[config.mk]
export PLATFORM = sky130hd
export DESIGN_NAME = srd_latch_bank
export DESIGN_NICKNAME = d
export VERILOG_FILES = /design/src/rtl/srd_pkg.sv /design/src/rtl/srd_cell_rule.sv /design/src/rtl/srd_latch_bank.sv
export SDC_FILE = /design/constraint.sdc
export NUM_CORES = 1
export LEC_CHECK = 0
export ABC_CLOCK_PERIOD_IN_PS = 800
export BUFFER_PORTS_ARGS = -buffer_cell sky130_fd_sc_hd__buf_2
export CORE_AREA = 8 8 45 47
export DETAILED_ROUTE_END_ITERATION = 8
export DIE_AREA = 0 0 53 55
export SYNTH_ARGS = -nofsm -noshare
export SYNTH_HDL_FRONTEND = slang
export SYNTH_SLANG_ARGS = --single-unit
export TNS_END_PERCENT = 50
[constraint.sdc]
create_clock -name clk -period 0.8 [get_ports clk]
set_input_delay 0.12 -clock clk [delete_from_list [all_inputs] [get_ports clk]]
set_output_delay 0.12 -clock clk [all_outputs]
set_load 0.02 [all_outputs]
[src/rtl/srd_pkg.sv]
package srd_pkg;

    // Action chosen for one cell when the strobe is active.
    typedef enum logic [1:0] {
        ACT_HOLD  = 2'd0,
        ACT_CLEAR = 2'd1,
        ACT_SET   = 2'd2
    } cell_act_e;

endpackage

[src/rtl/srd_cell_rule.sv]
module srd_cell_rule
    import srd_pkg::*;
(
    input  logic      din,
    input  logic      set_n,
    output cell_act_e act
);

    // Data low dominates; otherwise an active set forces one.
    always_comb begin
        if (!din)
            act = ACT_CLEAR;
        else if (!set_n)
            act = ACT_SET;
        else
            act = ACT_HOLD;
    end

endmodule

[src/rtl/srd_latch_bank.sv]
module srd_latch_bank
    import srd_pkg::*;
#(
    parameter int CELLS = 4
) (
    input  logic             clk,
    input  logic             clr_n,
    input  logic             load_n,
    input  logic [CELLS-1:0] din,
    input  logic [CELLS-1:0] set_n,
    output logic [CELLS-1:0] q
);

    localparam logic [CELLS-1:0] ALL_ZERO = '0;

    typedef struct packed {
        logic [CELLS-1:0] bits;
    } bank_st_t;

    bank_st_t  st_d, st_q;
    cell_act_e act [CELLS];

    for (genvar i = 0; i < CELLS; i++) begin : g_cell
        srd_cell_rule u_rule (
            .din   (din[i]),
            .set_n (set_n[i]),
            .act   (act[i])
        );
    end

    always_comb begin
        st_d = st_q;
        if (!load_n) begin
            for (int i = 0; i < CELLS; i++) begin
                case (act[i])
                    ACT_CLEAR: st_d.bits[i] = 1'b0;
                    ACT_SET:   st_d.bits[i] = 1'b1;
                    default:   st_d.bits[i] = st_q.bits[i];
                endcase
            end
        end
    end

    always_ff @(posedge clk or negedge clr_n) begin
        if (!clr_n)
            st_q <= '{bits: ALL_ZERO};
        else
            st_q <= st_d;
    end

    assign q = st_q.bits;

    always @(posedge clk) begin
        if (!clr_n) begin
            AST_CLEAR_ZERO: assert (q == ALL_ZERO);
        end
    end

    AST_IDLE_HOLD: assert property (@(posedge clk) disable iff (!clr_n)
        load_n |=> $stable(q));

    AST_DATA_LOW_CLEARS: assert property (@(posedge clk) disable iff (!clr_n)
        !load_n |=> ((q & ~$past(din)) == ALL_ZERO));

    AST_SET_WINS: assert property (@(posedge clk) disable iff (!clr_n)
        !load_n |=> ((q & $past(din & ~set_n)) == $past(din & ~set_n)));

    AST_BOTH_HIGH_KEEP: assert property (@(posedge clk) disable iff (!clr_n)
        !load_n |=> (((q ^ $past(q)) & $past(din & set_n)) == ALL_ZERO));

endmodule

### Word-level counts from Yosys, hierarchy flattened

Cells that the tools add are included.
W data, S select, Z words.

| word-level totals | value |
|---|---|
| input bits | 11 |
| bits in registers | 4 |
| output and inout port bits | 4 |
| logic and storage cells | 33 |
| latch bits | 0 |
| memories | 0 |
| ROM bits | 0 |
| bits in writable memories | 0 |

| cells by class | value |
|---|---|
| bitwise operators | 1 |
| magnitude comparators | 0 |
| div/mod/pow operators | 0 |
| mux-type cells | 12 |
| reduce and logical (&&, ||, !) cells | 8 |
| add/subtract/negate cells | 0 |
| equality and inequality tests | 8 |
| shifts and indexed selects | 0 |
| $mul | 0 |

Operators with widths:

| kind | number |
|---|---|
| $mux W2 | 8 |
| $eq A2 B1 Y1 const B | 4 |
| $eq A2 B2 Y1 const B | 4 |
| $pmux W1 S2 | 4 |
| $reduce_and A2 Y1 | 4 |
| $reduce_bool A2 Y1 | 4 |
| $not A1 Y1 | 1 |

### Longest topological paths before layout

Gate-level depths: netlist of run 1.

| depth | value |
|---|---|
| depth after elaboration | 5 |
| gate-level depth with buffers | 3 |

### By module

From an unflattened synthesis of run 1, not the netlist that was laid out.

| second synthesis, totals | value |
|---|---|
| cells, all modules | 28 |
| area total of the unflattened synthesis | 295.3 sq um |

Modules (own cells, without submodules):

| module | area an instance (sq um) | cells an instance | times used | seq. area each (sq um) |
|---|---|---|---|---|
| srd_latch_bank | 225.2 | 20 | 1 | 100.1 |
| srd_cell_rule | 17.5 | 2 | 4 | 0.0 |

### Worst setup path after synthesis of run 1

No wires, ideal clock.

| timing | value |
|---|---|
| path type | reg-to-reg |
| start | register, netlist name q[0] |
| end | register st_q (netlist bit q[0]) |
| cell stages (with the launch flop) | 2 |
| arrival time | 0.601 ns |
| path slack | 0.078 ns |
| library setup time | 0.121 ns |
| path through | dfrtp_1 -> o22a_1 |

RTL lines:

| item | line | text |
|---|---|---|
| to (signal assigned) | srd_latch_bank.sv:46 | `st_q <= '{bits: ALL_ZERO};` |
| to (signal assigned) | srd_latch_bank.sv:48 | `st_q <= st_d;` |
| to (decl) | srd_latch_bank.sv:20 | `bank_st_t st_d, st_q;` |

### Worst setup path in the final report of run 1

| timing | value |
|---|---|
| start | register st_q (netlist bit q[1]) |
| end | output q[1] |

RTL lines:

| item | line | text |
|---|---|---|
| to (decl) | srd_latch_bank.sv:11 | `output logic [CELLS-1:0] q` |

No word-level cell between the ends.

==> summary.txt, run 1 <==
Area Overhead vs Synth -> 87.8%
final hold violation count -> 0
CP peak stage delay -> 0.38 ns
Final TNS setup -> -0.250 ns
placed cell areas -> 243 sq um
clk_lat worst skew -> 0.23 ns
commonest non-fill, non-tap cell in the layout -> buf_2
Worst-Margin Slew -> 0.154 ns
largest delay contributor family on the critical path -> flip-flops
WP data arrival -> 0.74 ns
reg-to-reg setup timing slack -> 0.04 ns
Min-Delay Path Class -> in -> reg
Buf/Inv on CP -> 1
Yosys reg bits -> 4
initial antenna violation count -> 0
die height -> 55 um
average routed wire per standard cell -> 11.0 um
Port Buf Inserts -> 14
Crit. End Element -> output pin
critical path required time -> 0.68 ns
final period utilization -> 1.08
crit path time final -> 0.865 ns
cell area after layout -> 308 sq um
synthesized area -> 164 sq um
Remaining DRCs -> 0
Ys Warns -> 0
Largest register FFs -> 4
critical path type -> reg -> out
CP max FO -> 2
initial core utilization -> 0.118
Mapped Nets -> 24
final worst setup slack -> -0.0649 ns
nets -> 44
share of layout cells above drive strength 1 -> 0.613
Final Wtd Congestion -> 0.744
Syn Area/Cell -> 12.6 sq um
Place WS -> 0.147 ns
RSZ-0062 raised after global routing -> yes
final core occ -> 0.222
io pins -> 15
die area -> 2920 sq um
LEAKAGE -> 0.157 nW
Core Area -> 1380 sq um
post-route ant nets -> 0
Row Count -> 14
cell count after synthesis -> 13
first-pass GRT wire length -> 821 um
vias in the first global route -> 171
Power Dens Cells -> 2070 nW/um^2
Crit-path slowest cell -> dfrtp_1
Yosys cell types -> 5
commonest cells after routing, fill and taps aside -> buf_2 (10), o22a_1 (4), buf_6 (4), dfrtp_1 (4)
total global routing overflow -> 0
Vias/cell -> 3.60
Setup Viol. Count Final -> 4
CTS tree -> built
ANT cells -> 0
Startpoint Class -> flip-flop
vias -> 169
status -> finished with violations
Slew Viols, Final -> 0
clk sinks -> 4
worst path cell trace -> buf_6
clk_skew -> 0 ns
Max Cap Violations -> 0
Worst-path clk slew -> 0.04 ns
Slew HR -> 0.897
CTS Buffer Depth -> 2
WHS -> 0.120 ns
failing checks -> setup timing
H-tree depth -> 1
fmax -> 1.16 GHz
register area share after synthesis -> 0.611
Root Buffer -> clkbuf_4
total CTS buffers -> 3
gr usage total -> 0.0455
TritonRoute pass-1 iters -> 2
largest net degree at the start of global routing -> 9
initial DRC count -> 3
Max IR drop VDD -> 0.359 mV
die width -> 53 um
total wire length -> 518 um
==> path summary, 6_finish.rpt <==
kind | from | end | depth (start not counted)
setup / recovery | q[1] | q[1] | 1
setup reg to reg | q[1] | q[1] | 2
hold / removal | din[1] | q[1] | 2
max in group asynchronous | clr_n | q[3] | 2
min in group asynchronous | clr_n | q[1] | 2
hold reg to reg | q[0] | q[0] | 1
==> metrics by stage <==
stage                     total power [mW]  cells
after global placement               0.356     42
after detailed placement             0.357     42
after global routing                 0.690     47
after CTS                            0.659     47
after floorplan                      0.304     13
final                                0.638     47
==> Yosys cell counts <==
| cell type | number | share of area |
|---|---|---|
| dfrtp_1 | 4 | 0.61 |
| nor2_2 | 1 | 0.038 |
| o22a_1 | 4 | 0.21 |
| nor2_1 | 3 | 0.069 |
| buf_6 | 1 | 0.069 |
==> where the power goes <==
group / internal (mW) / total [mW] / switching, mW
clock network: 0.167 / 0.243 / 0.0753
logic: 0.0883 / 0.153 / 0.0648
registers: 0.227 / 0.243 / 0.0156
total: 0.483 / 0.638 / 0.156
==> routing by layer <==
layer,up-vias,global-route usage,routed length (um)
met4,0,0.0517,0
met2,15,0.0527,173
met5,-,0,0
li1,84,-,-
met3,0,0.0481,129
met1,70,0.0398,215
==> kinds of logic (layout without fill, tap and decap cells) <==
group,count (synthesis),in the layout,synth area share
compound gates,4,4,0.214
buf+inv,1,19,0.0687
flops,4,4,0.611
simple gates,4,4,0.107
==> cell type report <==
type / count / area [sq um]
clock buffer: 3 / 22.5
fill: 154 / 1080
multi-input combinational: 8 / 52.6
sequential: 4 / 100
tap: 16 / 20.0
timing repair buffer: 16 / 113
==> repair_timing <==
| item | CTS | global route |
|---|---|---|
| hold endpoints to repair | 4 | 0 |
| buffers inserted | 1 | 0 |
| gates resized for setup | 8 | 0 |
| endpoints found under the setup margin | 4 | 4 |
| gates cloned | 0 | 0 |
| hold buffers | 1 | 0 |
Power figures use the tool's default switching activity.
==> run 2: changes to the inputs <==
Settings changed: ABC_CLOCK_PERIOD_IN_PS 800 to 1050, GPL_ROUTABILITY_DRIVEN set to 1.
Clock period 0.8 ns to 1.05 ns, I/O delays scaled along.
==> run 2 against run 1 <==
Effect of this change:
- the run now ends clean
- global-route usage rose by 0.38 points
- first-iteration DRC count fell by 67%
- worst hold slack better by 0.039 ns
- final cell count is 2.1% lower
- sequential power shrank 25%
- power decreased by 29%
- utilization is 2.4 points lower
- clock power decreased by 24%
- sequential share of layout area up 3.8 points
- combinational power shrank 41%
- count of clock-buffer cells in the layout unchanged
- critical path depth stayed put
- largest cell class is now sequential cells
- largest power group is now clock
==> summary.txt, run 2 (synthesized netlist as in run 1, its figures left out) <==
ANT cells -> 0 (unchanged)
Crit. End Element -> output pin (unchanged)
CP max FO -> 2 (unchanged)
gr usage total -> 0.0493 (was 0.0455)
Final Wtd Congestion -> 0.753 (was 0.744)
Sequential Power Share -> 0.398 (was 0.380)
placed cell areas -> 243 sq um (unchanged)
CP peak stage delay -> 0.38 ns (about the same)
Buf/Inv on CP -> 1 (unchanged)
Vias/cell -> 3.63 (was 3.60)
final hold violation count -> 0 (unchanged)
first-pass GRT wire length -> 910 um (was 821 um)
Resized cells post-CTS -> 0 (was 8)
io pins -> 15 (unchanged)
Min-Delay Path Class -> in -> reg (unchanged)
Largest register FFs -> 4 (unchanged)
cell-internal power -> 0.342 mW (was 0.483 mW)
Startpoint Class -> flip-flop (unchanged)
total wire length -> 529 um (was 518 um)
Setup Viol. Count Final -> 0 (was 4)
Final TNS setup -> 0 ns (was -0.250 ns)
die height -> 55 um (unchanged)
post-route ant nets -> 0 (unchanged)
Crit-path slowest cell -> dfrtp_1 (unchanged)
clock network power share -> 0.404 (was 0.380)
Fillers -> 156 (was 154)
LEAKAGE -> 0.145 nW (was 0.157 nW)
Core Area -> 1380 sq um (unchanged)
cell area after layout -> 275 sq um (was 308 sq um)
WP data arrival -> 0.77 ns (was 0.74 ns)
initial DRC count -> 1 (was 3)
CTS Buffer Depth -> 2 (unchanged)
Port Buf Inserts -> 14 (unchanged)
H-tree depth -> 1 (unchanged)
CTS tree -> built (unchanged)
final period utilization -> 0.884
share of layout cells above drive strength 1 -> 0.600 (was 0.613)
commonest non-fill, non-tap cell in the layout -> buf_2 (unchanged)
logic gate share of total power -> 0.198 (was 0.240)
die width -> 53 um (unchanged)
TritonRoute pass-1 iters -> 4 (was 2)
initial antenna violation count -> 0 (unchanged)
hold depth -> 2 (unchanged)
vias -> 167 (was 169)
nets -> 43 (was 44)
fmax -> 1.08 GHz
vias in the first global route -> 196 (was 171)
Power Dens Cells -> 1660 nW/um^2 (was 2070 nW/um^2)
Worst R2R Path Depth -> 1 (was 2)
status -> finished, final reports clean (was finished with violations)
Worst-Margin Slew -> 0.153 ns (was 0.154 ns)
Levels on crit path -> 1 (unchanged)
multi-input logic area -> 52.6 sq um (unchanged)
worst path cell trace -> buf_2 (was buf_6)
clk_lat worst skew -> 0.23 ns (about the same)
critical path required time -> 0.89 ns (was 0.68 ns)
Worst-path clk slew -> 0.04 ns (about the same)
largest net degree at the start of global routing -> 9 (unchanged)
Area Overhead vs Synth -> 67.9% (was 87.8%)
Max Cap Violations -> 0 (unchanged)
initial core utilization -> 0.118 (unchanged)
die area -> 2920 sq um (unchanged)
NetSw -> 0.114 mW (was 0.156 mW)
Root Buffer -> clkbuf_4 (unchanged)
Remaining DRCs -> 0 (unchanged)
total global routing overflow -> 0 (unchanged)
RSZ-0062 raised after global routing -> no (was yes)
final worst setup slack -> 0.122 ns (was -0.0649 ns)
Max IR drop VDD -> 0.292 mV (was 0.359 mV)
Slew HR -> 0.898 (was 0.897)
Place WS -> 0.358 ns (was 0.147 ns)
commonest cells after routing, fill and taps aside -> buf_2 (14), o22a_1 (4), dfrtp_1 (4), nor2_1 (3), clkbuf_4 (3) (was buf_2 (10), o22a_1 (4), buf_6 (4), dfrtp_1 (4))
Slew Viols, Final -> 0 (unchanged)
largest delay contributor family on the critical path -> flip-flops (unchanged)
total CTS buffers -> 3 (unchanged)
critical path type -> reg -> out (unchanged)
average routed wire per standard cell -> 11.5 um (was 11.0 um)
Row Count -> 14 (unchanged)
Sw Share -> 0.250 (was 0.244)
Reg area -> 100 sq um (unchanged)
clk_skew -> 0 ns (unchanged)
clk sinks -> 4 (unchanged)
crit path time final -> 0.928 ns
run 2: cell count changes in the layout (fill, tap and decap cells not counted):
| cell | delta |
|---|---|
| buf_6 | -4 |
| buf_2 | +4 |
| buf_4 | -1 |
run 2: metrics by stage:
stage / util / total power, mW / std cells / hold slack, ns
after floorplan: - / 0.232 / 13 / -0.138
after global placement: 0.175 / 0.271 / 42 / -0.0357
after detailed placement: 0.175 / 0.273 / 42 / -0.0331
after CTS: 0.199 / 0.470 / 46 / 0.149
after global routing: 0.199 / 0.493 / 46 / 0.156
final: 0.199 / 0.456 / 46 / 0.158
run 2: final timing paths:
| kind | from | endpoint | slack, ns |
|---|---|---|---|
| min in group asynchronous | clr_n | q[1] | 0.27 |
| hold / removal | din[1] | q[1] | 0.16 |
| max in group asynchronous | clr_n | q[3] | 0.66 |
| setup / recovery | q[3] | q[3] | 0.12 |
| setup reg to reg | q[3] | q[3] | 0.40 |
| hold reg to reg | q[1] | q[1] | 0.48 |
run 2: power groups by stage:
stage | logic, mW | clock network (mW) | registers, mW
CTS | 0.0919 | 0.196 | 0.182
floorplan | 0.0258 | 0 | 0.206
global route | 0.100 | 0.208 | 0.185
global placement | 0.0879 | 0 | 0.183
detailed placement | 0.0889 | 0 | 0.184
finish | 0.0901 | 0.184 | 0.182
run 2: cell type report:
| cell class | count | share of cell area |
|---|---|---|
| Sequential cell | 4 | 0.364 |
| Tap cell | 16 | 0.0727 |
| Clock buffer | 3 | 0.0818 |
| Timing Repair Buffer | 15 | 0.291 |
| Multi-Input combinational cell | 8 | 0.191 |
run 2: layer usage:
metal	global-route usage	up-vias	share of wire
met5	0	-	0
li1	-	80	-
met1	0.0489	70	0.32
met2	0.0488	17	0.33
met3	0.0481	0	0.36
met4	0.0647	0	0
run 2: repair_timing:
action                    in CTS  in global routing
setup buffers                  0                  0
hold buffers                   1                  0
hold endpoints to repair       4                  0
